**src/rtl/sram_ctrl_pkg.sv**
```systemverilog
package sram_ctrl_pkg;

  typedef enum logic [2:0] {
    PH_IDLE,
    PH_TURN,
    PH_WSETUP,
    PH_WPULSE,
    PH_WHOLD,
    PH_RACC,
    PH_RACK
  } phase_t;

  // Whole cycles needed to cover a time limit, never fewer than one.
  function automatic int wait_cycles(input int t_ps, input int clk_ps);
    int c;
    c = (t_ps + clk_ps - 1) / clk_ps;
    return (c < 1) ? 1 : c;
  endfunction

  function automatic int max_of(input int a, input int b);
    return (a > b) ? a : b;
  endfunction

  // Bits needed to hold the value n.
  function automatic int bits_for(input int n);
    return (n < 2) ? 1 : $clog2(n + 1);
  endfunction

endpackage

```
**src/rtl/sram_wait_timer.sv**
```systemverilog
module sram_wait_timer #(
  parameter int CW = 2
) (
  input  logic          clk,
  input  logic          rst_n,
  input  logic          load,
  input  logic [CW-1:0] load_val,
  output logic          expired
);

  logic [CW-1:0] cnt;

  always_ff @(posedge clk or negedge rst_n) begin
    if (!rst_n)            cnt <= '0;
    else if (load)         cnt <= load_val;
    else if (cnt != '0)    cnt <= cnt - 1'b1;
  end

  assign expired = (cnt == '0);

endmodule

```
**src/rtl/sram_pin_decode.sv**
```systemverilog
module sram_pin_decode
  import sram_ctrl_pkg::*;
(
  input  phase_t phase,
  output logic   sel_on,
  output logic   oe_on,
  output logic   we_on,
  output logic   drive_on,
  output logic   ack_on
);

  always_comb begin
    sel_on   = 1'b0;
    oe_on    = 1'b0;
    we_on    = 1'b0;
    drive_on = 1'b0;
    ack_on   = 1'b0;
    case (phase)
      PH_WSETUP: sel_on = 1'b1;
      PH_WPULSE: begin sel_on = 1'b1; we_on = 1'b1; drive_on = 1'b1; end
      PH_WHOLD:  begin sel_on = 1'b1; drive_on = 1'b1; ack_on = 1'b1; end
      PH_RACC:   begin sel_on = 1'b1; oe_on = 1'b1; end
      PH_RACK:   ack_on = 1'b1;
      default:   ;
    endcase
  end

endmodule

```
**src/rtl/sram_ctrl.sv**
```systemverilog
module sram_ctrl
  import sram_ctrl_pkg::*;
#(
  parameter int AW          = 17,
  parameter int DW          = 8,
  parameter int CLK_PS      = 5000,
  parameter int T_ASETUP_PS = 0,
  parameter int T_WPULSE_PS = 10000,
  parameter int T_DSETUP_PS = 7000,
  parameter int T_ACCESS_PS = 12000,
  parameter int T_CYCLE_PS  = 12000,
  parameter int T_OEHIZ_PS  = 6000
) (
  input  logic          clk,
  input  logic          rst_n,
  input  logic          req_valid,
  input  logic          req_write,
  input  logic [AW-1:0] req_addr,
  input  logic [DW-1:0] req_wdata,
  output logic          req_ack,
  output logic [DW-1:0] rsp_rdata,
  output logic [AW-1:0] mem_addr,
  output logic          mem_sel_n,
  output logic          mem_sel,
  output logic          mem_oe_n,
  output logic          mem_we_n,
  output logic [DW-1:0] mem_dq_out,
  output logic          mem_dq_oe,
  input  logic [DW-1:0] mem_dq_in
);

  localparam int SETUP_CYC = wait_cycles(T_ASETUP_PS, CLK_PS);
  localparam int PULSE_CYC = max_of(max_of(wait_cycles(T_WPULSE_PS, CLK_PS),
                                           wait_cycles(T_DSETUP_PS, CLK_PS)),
                                    wait_cycles(T_CYCLE_PS, CLK_PS) - SETUP_CYC - 1);
  localparam int READ_CYC  = max_of(wait_cycles(T_ACCESS_PS, CLK_PS),
                                    wait_cycles(T_CYCLE_PS, CLK_PS));
  localparam int TURN_CYC  = wait_cycles(T_OEHIZ_PS, CLK_PS);
  localparam int MAX_CYC   = max_of(max_of(SETUP_CYC, PULSE_CYC), max_of(READ_CYC, TURN_CYC));
  localparam int CW        = bits_for(MAX_CYC);

  localparam logic [CW-1:0] SETUP_LD = CW'(SETUP_CYC - 1);
  localparam logic [CW-1:0] PULSE_LD = CW'(PULSE_CYC - 1);
  localparam logic [CW-1:0] READ_LD  = CW'(READ_CYC - 1);
  localparam logic [CW-1:0] TURN_LD  = CW'(TURN_CYC - 1);

  phase_t        phase, phase_nxt;
  logic          tmr_load, tmr_expired;
  logic [CW-1:0] tmr_val;
  logic          accept, capture;
  logic [AW-1:0] addr_q;
  logic [DW-1:0] wdata_q, rdata_q;
  logic          rd_last;
  logic          sel_on, oe_on, we_on, drive_on, ack_on;

  sram_wait_timer #(.CW(CW)) u_timer (
    .clk      (clk),
    .rst_n    (rst_n),
    .load     (tmr_load),
    .load_val (tmr_val),
    .expired  (tmr_expired)
  );

  sram_pin_decode u_decode (
    .phase    (phase),
    .sel_on   (sel_on),
    .oe_on    (oe_on),
    .we_on    (we_on),
    .drive_on (drive_on),
    .ack_on   (ack_on)
  );

  always_comb begin
    phase_nxt = phase;
    tmr_load  = 1'b0;
    tmr_val   = '0;
    accept    = 1'b0;
    capture   = 1'b0;
    case (phase)
      PH_IDLE: if (req_valid) begin
        accept   = 1'b1;
        tmr_load = 1'b1;
        if (!req_write) begin
          phase_nxt = PH_RACC;
          tmr_val   = READ_LD;
        end else if (rd_last) begin
          phase_nxt = PH_TURN;
          tmr_val   = TURN_LD;
        end else begin
          phase_nxt = PH_WSETUP;
          tmr_val   = SETUP_LD;
        end
      end
      PH_TURN: if (tmr_expired) begin
        phase_nxt = PH_WSETUP;
        tmr_load  = 1'b1;
        tmr_val   = SETUP_LD;
      end
      PH_WSETUP: if (tmr_expired) begin
        phase_nxt = PH_WPULSE;
        tmr_load  = 1'b1;
        tmr_val   = PULSE_LD;
      end
      PH_WPULSE: if (tmr_expired) phase_nxt = PH_WHOLD;
      PH_WHOLD:  phase_nxt = PH_IDLE;
      PH_RACC: if (tmr_expired) begin
        capture   = 1'b1;
        phase_nxt = PH_RACK;
      end
      PH_RACK:   phase_nxt = PH_IDLE;
      default:   phase_nxt = PH_IDLE;
    endcase
  end

  always_ff @(posedge clk or negedge rst_n) begin
    if (!rst_n) begin
      phase   <= PH_IDLE;
      addr_q  <= '0;
      wdata_q <= '0;
      rdata_q <= '0;
      rd_last <= 1'b0;
    end else begin
      phase <= phase_nxt;
      if (accept) begin
        addr_q  <= req_addr;
        wdata_q <= req_wdata;
        if (req_write) rd_last <= 1'b0;
      end
      if (capture)          rdata_q <= mem_dq_in;
      if (phase == PH_RACK) rd_last <= 1'b1;
    end
  end

  assign req_ack    = ack_on;
  assign rsp_rdata  = rdata_q;
  assign mem_addr   = addr_q;
  assign mem_sel_n  = ~sel_on;
  assign mem_sel    = sel_on;
  assign mem_oe_n   = ~oe_on;
  assign mem_we_n   = ~we_on;
  assign mem_dq_out = wdata_q;
  assign mem_dq_oe  = drive_on;

  // Observation counters for the timing assertions (saturating run lengths).
  logic [CW:0] we_low_run, oe_low_run, oe_high_run;
  logic        selected;
  assign selected = ~mem_sel_n & mem_sel;

  always_ff @(posedge clk or negedge rst_n) begin
    if (!rst_n) begin
      we_low_run  <= '0;
      oe_low_run  <= '0;
      oe_high_run <= '1;
    end else begin
      we_low_run  <= mem_we_n ? '0 : ((&we_low_run) ? we_low_run : we_low_run + 1'b1);
      oe_low_run  <= mem_oe_n ? '0 : ((&oe_low_run) ? oe_low_run : oe_low_run + 1'b1);
      oe_high_run <= !mem_oe_n ? '0 : ((&oe_high_run) ? oe_high_run : oe_high_run + 1'b1);
    end
  end

  AST_WE_PULSE_MIN: assert property (@(posedge clk) disable iff (!rst_n)
    $rose(mem_we_n) |-> we_low_run >= (CW+1)'(PULSE_CYC));
  AST_WE_ONLY_SELECTED: assert property (@(posedge clk) disable iff (!rst_n)
    !mem_we_n |-> selected);
  AST_NO_DRIVE_ON_READ: assert property (@(posedge clk) disable iff (!rst_n)
    mem_dq_oe |-> mem_oe_n);
  AST_READ_ACCESS: assert property (@(posedge clk) disable iff (!rst_n)
    $rose(mem_oe_n) |-> oe_low_run >= (CW+1)'(READ_CYC));
  AST_ACK_SINGLE: assert property (@(posedge clk) disable iff (!rst_n)
    req_ack |=> !req_ack);
  AST_TURNAROUND: assert property (@(posedge clk) disable iff (!rst_n)
    $rose(mem_dq_oe) |-> oe_high_run >= (CW+1)'(TURN_CYC));
  AST_ADDR_HELD: assert property (@(posedge clk) disable iff (!rst_n)
    selected && $past(selected) |-> $stable(mem_addr));

endmodule

```
**config.mk**
```make
export PLATFORM = sky130hd
export DESIGN_NAME = sram_ctrl
export DESIGN_NICKNAME = d
export VERILOG_FILES = /design/src/rtl/sram_ctrl_pkg.sv /design/src/rtl/sram_wait_timer.sv /design/src/rtl/sram_pin_decode.sv /design/src/rtl/sram_ctrl.sv
export SDC_FILE = /design/constraint.sdc
export NUM_CORES = 1
export LEC_CHECK = 0
export BUFFER_PORTS_ARGS = -buffer_cell sky130_fd_sc_hd__buf_4
export CAP_MARGIN = 15
export CORE_ASPECT_RATIO = 1.4
export CORE_MARGIN = 5
export CORE_UTILIZATION = 50
export DETAILED_ROUTE_END_ITERATION = 8
export PLACE_DENSITY = 0.95
export SYNTH_ARGS = -nofsm -noshare
export SYNTH_HDL_FRONTEND = slang
export SYNTH_HIERARCHICAL = 1
export SYNTH_SLANG_ARGS = --single-unit
```
**constraint.sdc**
```tcl
create_clock -name clk -period 3.6 [get_ports clk]
set_clock_uncertainty 0.2 [all_clocks]
set_input_delay 0.18 -clock clk [delete_from_list [all_inputs] [get_ports clk]]
set_output_delay 0.18 -clock clk [all_outputs]
set_load 0.05 [all_outputs]
```
* Word-level counts from Yosys, hierarchy flattened *
Index checks and enable logic that the tools add are counted.

storage, ports and cells
  register bits = 39
  logic and storage cells = 61
  output and inout bits = 39
  bits of input ports = 37

cells by class
  reductions and logical operators = 12
  add/sub/neg operators = 1
  bitwise gates (word level) = 3
  mux-type cells = 28
  equal/unequal tests = 11

operators with widths
  operator               number
  $mux W3                6
  $pmux W3 S5            1
  $mux W1                14
  $mux W2                5
  $ne A2 B2 Y1 const B   5
  $eq A3 B3 Y1 const B   3
  $reduce_bool A2 Y1     4
  $eq A3 B2 Y1 const B   2
  $reduce_or A2 Y1       3
  $reduce_and A5 Y1      1
  $pmux W2 S2            1
  $reduce_or A4 Y1       1
  $eq A3 B1 Y1 const B   1
  $logic_not A3 Y1       1
  $not A1 Y1             3
  $logic_not A2 Y1       1
  $pmux W1 S2            1
  $reduce_and A2 Y1      1
  $sub A2 B1 Y2 const B  1

* Depth between registers and ports, before layout *
  depth after elaboration = 5
  depth in mapped cells = 7
  gate-level depth less buffers = 7

* By module *
The synthesis kept the hierarchy.

by module, submodules not included
  module           cells each  area each (sq um)  seq. area each (sq um)  instances
  sram_ctrl        103         1592.8             925.9                   1
  sram_wait_timer  12          113.9              50.0                    1
  sram_pin_decode  7           45.0               0.0                     1

* Worst setup path before layout *
No wires, ideal clock.

  path type = reg-to-output
  from = register phase[1]
  to = output port mem_sel_n
  arrival = 1805 ps
  path slack = 1415 ps
  required time = 3220 ps
  path buffers = 0
  cell stages (with the launch flop) = 3
  path through = dfrtp_1 > xor2_1 > inv_1

on the way
  longest elaborated chain between the ends = 4
  elaborated cells between the ends (all ways) = 7

ends and longest elaborated chain
  what                                          RTL line               RTL
  from (decl)                                   sram_ctrl.sv:47        phase_t phase, phase_nxt;
  from (signal assigned)                        sram_ctrl.sv:123       phase <= phase_nxt;
  $eq A3 B2 Y1 or $eq A3 B3 Y1 (tied branches)  sram_pin_decode.sv:18  case (phase)
  $reduce_or A4 Y1 (no source line) *           -
  $mux W1 *                                     sram_pin_decode.sv:18
  named net mem_sel                             sram_ctrl.sv:24        output logic mem_sel,
  $not A1 Y1 *                                  sram_ctrl.sv:137       assign mem_sel_n = ~sel_on;
  to (decl)                                     sram_ctrl.sv:23        output logic mem_sel_n,

The timed path passes the listed nets; every way through them passes the cells marked *.

* Worst setup path in the final report *
  from = register phase[0]
  to = register wdata_q[5], in the netlist mem_dq_out[5]

on the way
  longest elaborated chain between the ends = 2

ends and longest elaborated chain
  what                  RTL line          RTL
  $logic_not A3 Y1      sram_ctrl.sv:79   case (phase)
  $mux W1               sram_ctrl.sv:79
  to (signal assigned)  sram_ctrl.sv:126  wdata_q <= req_wdata;
  to (decl)             sram_ctrl.sv:52   logic [DW-1:0] wdata_q, rdata_q;

Every way passes these cells.
A chain may end at the register's enable or synchronous reset.

==> metrics <==
first-pass GRT wire length around 8000 um; antenna diode count 0; Final #Nets about 270; Seq pwr share ~28%; GR Util All Layers 23.63%; post-synth net total 160; Slew @ Worst Pin 827.2 ps; layout cells sized above 1 a little over 50%; Pint 1.598 mW; data required time of the worst path around 3600 ps; Mapped Cells 122; # rows 25; total grt overflow 0; Residual DRC 0; VDD IR-drop max approximately 0.9 mV; Pre-antenna DRT Iters 4; starting density of the core 51.85%; synth unique cells 29; Die Y between 80 and 90 um; CTS Buffer Depth 2; commonest non-fill, non-tap cell in the layout buf_4; multi-input logic area a little over 700 um2; initial drt markers 54; switch share 48.96%; via count around 1400; clock tree sinks 39; WL final slightly above 5000 um; crit path time final roughly 2300 ps; core area 3378 um2; DIE AREA just under 5000 um2; run status finished clean; largest net degree at the start of global routing 40; Fin. Hold Viols 0; WS Path Type reg2reg; Avg Synthesized Cell Area between 10 and 15 um2; post-route ant nets 0; Vias per Instance 5.167; post-route cell area approximately 2800 um2; FF-to-FF path depth 3; DR WL/cell around 19 um; total I/O pin count 76; worst setup path start phase[0]$_DFFE_PN0P_; Arr. time, crit path 2270 ps; Synth Cell Area about 1800 um2; setup_tns 0 ps; Final Util 83.00%; Post-DP Area ~2300 um2; fill count approximately 180; clk slew on worst S/H paths 80 ps; GR Util met1 ~24%; reg-to-reg critical path startpoint phase[0]$_DFFE_PN0P_; CTS Hold Buffers Added 34; Synth warnings 6; CP max FO 18; HPWL after DPL between 2000 and 3000 um; Logic pwr share between 60% and 70%; Max Clock Freq between 0.4 and 0.5 GHz; Top Usage Layer GRT met2; Tot Pwr around 3.1 mW; vias in the first global route about 1500; M3 GR Usage under 10%; Die Span X 60.03 um; # resized after CTS 0; Slew headroom approximately 45%; worst hold path class in2reg; Clk pwr share between 10% and 20%; Area Growth Syn to Fin 60.07%; clk root buf clkbuf_8; H-tree depth 2; Worst R2R Setup Slack about 1300 ps; reg-to-reg endpoint mem_dq_out[5]$_DFFE_PN0P_; register area share after synthesis between 50% and 60%; Routability Congestion about 0.78; storage element area about 1000 um2; Post-CTS Setup Bufs 0; RSZ-0062 raised after global routing false; critical path endpoint mem_dq_out[5]$_DFFE_PN0P_; FF+latch count, synth 39; initial antenna violation count 0; max cap viols 0; Power Density 1117 nW/um2; count of pins over their slew limit 0; crit end category flip-flop; TritonCTS clock tree yes; met2 usage in global routing between 40% and 50%; Num CTS Buffers 5; number of I/O port buffers 75; Leak Pwr between 1 and 1.5 nW; Psw between 1.5 and 2 mW; final cycle utilization of the critical path between 60% and 70%; Worst-Skew Late Latency a little under 300 ps; setup violators final 0; startpoint types flip-flop; most frequent cells in the layout buf_4 (75), dfrtp_1 (39), dlygate4sd3_1 (34)
[layout make-up]
class                           count  share of cell area (%)
Clock buffer                        6                   2.945
Clock inverter                      2                   1.249
Timing Repair Buffer              110                   32.93
Inverter                            8                   1.071
Multi-Input combinational cell     71                   25.21
Tap cell                           40                   1.785
Sequential cell                    39                   34.81
[worst max-delay path, stage by stage (launching register included)]
cell and delay (ps):
dfrtp_1 530, nor4b_4 820, buf_12 270, mux2_2 350
[stage by stage]
stage          worst slack (ps)  cells  hold WS [ps]
2_1_floorplan              1415    122        -315.6
3_3_place_gp               1396    234        -26.50
3_5_place_dp               1325    234        -26.37
4_1_cts                    1341    276         13.00
5_1_grt                    1199    276         69.10
6_report                   1309    276         57.23
[registers in the layout (all words and copies together) (netlist names)]
register,count
mem_addr,17
mem_dq_out,8
phase,3
rd_last,1
rsp_rdata,8
u_timer/cnt,2
[power groups by stage]
stage / Sequential (mW) / Combinational (mW) / Clock, mW
finish: 0.868 / 1.89 / 0.371
global route: 0.900 / 1.98 / 0.398
global placement: 0.839 / 1.81 / 0
CTS: 0.851 / 1.88 / 0.379
floorplan: 1.47 / 0.699 / 0
detailed placement: 0.854 / 1.85 / 0
[worst min-delay path by stage]
stage	cells past startpoint	slack, ps	to	start
floorplan	0	-320	mem_addr[0]$_DFFE_PN0P_	rst_n
global placement	1	-30	mem_addr[8]$_DFFE_PN0P_	rst_n
detailed placement	1	-30	mem_addr[15]$_DFFE_PN0P_	rst_n
CTS	3	10	phase[2]$_DFFE_PN0P_	req_write
global route	3	70	phase[2]$_DFFE_PN0P_	req_write
finish	3	60	phase[2]$_DFFE_PN0P_	req_write
[synthesized netlist by cell type]
| cell type | count | area (um2) |
|---|---|---|
| inv_1 | 8 | 30.03 |
| o2bb2ai_1 | 1 | 8.760 |
| xor2_1 | 2 | 17.52 |
| dfrtp_1 | 39 | 975.9 |
| o31ai_1 | 2 | 15.01 |
| mux2i_1 | 1 | 10.01 |
| and3_2 | 1 | 7.510 |
| or2b_1 | 1 | 7.510 |
| buf_6 | 3 | 33.78 |
| and3b_1 | 1 | 8.760 |
| buf_2 | 1 | 5.000 |
| a22o_1 | 1 | 8.760 |
| nand4_1 | 1 | 6.260 |
| a21o_1 | 2 | 15.01 |
| o311ai_0 | 1 | 8.760 |
| a21oi_1 | 4 | 20.02 |
| nand2_1 | 4 | 15.01 |
| mux2_2 | 14 | 157.7 |
| nand2b_1 | 1 | 6.260 |
| nand3_1 | 2 | 10.01 |
| nor4b_4 | 1 | 23.77 |
| nor2_1 | 3 | 11.26 |
| and2b_2 | 1 | 8.760 |
| o21ai_0 | 3 | 15.01 |
| o31a_1 | 1 | 8.760 |
| ha_1 | 1 | 12.51 |
| mux2_4 | 19 | 285.3 |
| and2_1 | 1 | 6.260 |
| nor2b_1 | 2 | 12.51 |
[cell families after synthesis]
| logic type | after synthesis | share of synthesized area [%] |
|---|---|---|
| DFF | 39 | 55.71 |
| muxes | 34 | 25.86 |
| and+or+nand+nor | 19 | 7.072 |
| AOI/OAI and AO/OA | 15 | 5.714 |
| buffers and inverters | 12 | 3.928 |
| xor gates and xnor gates | 2 | 1.000 |
| adders and majority gates | 1 | 0.7142 |
[per-layer routing]
layer	wire length (um)	part of all wire (%)	vias to the layer above
met5	0	0	-
met4	229	4.5	0
met3	228	4.4	17
met2	2945	57	60
met1	1730	34	697
li1	-	-	652
Power figures use the tool's default switching activity.
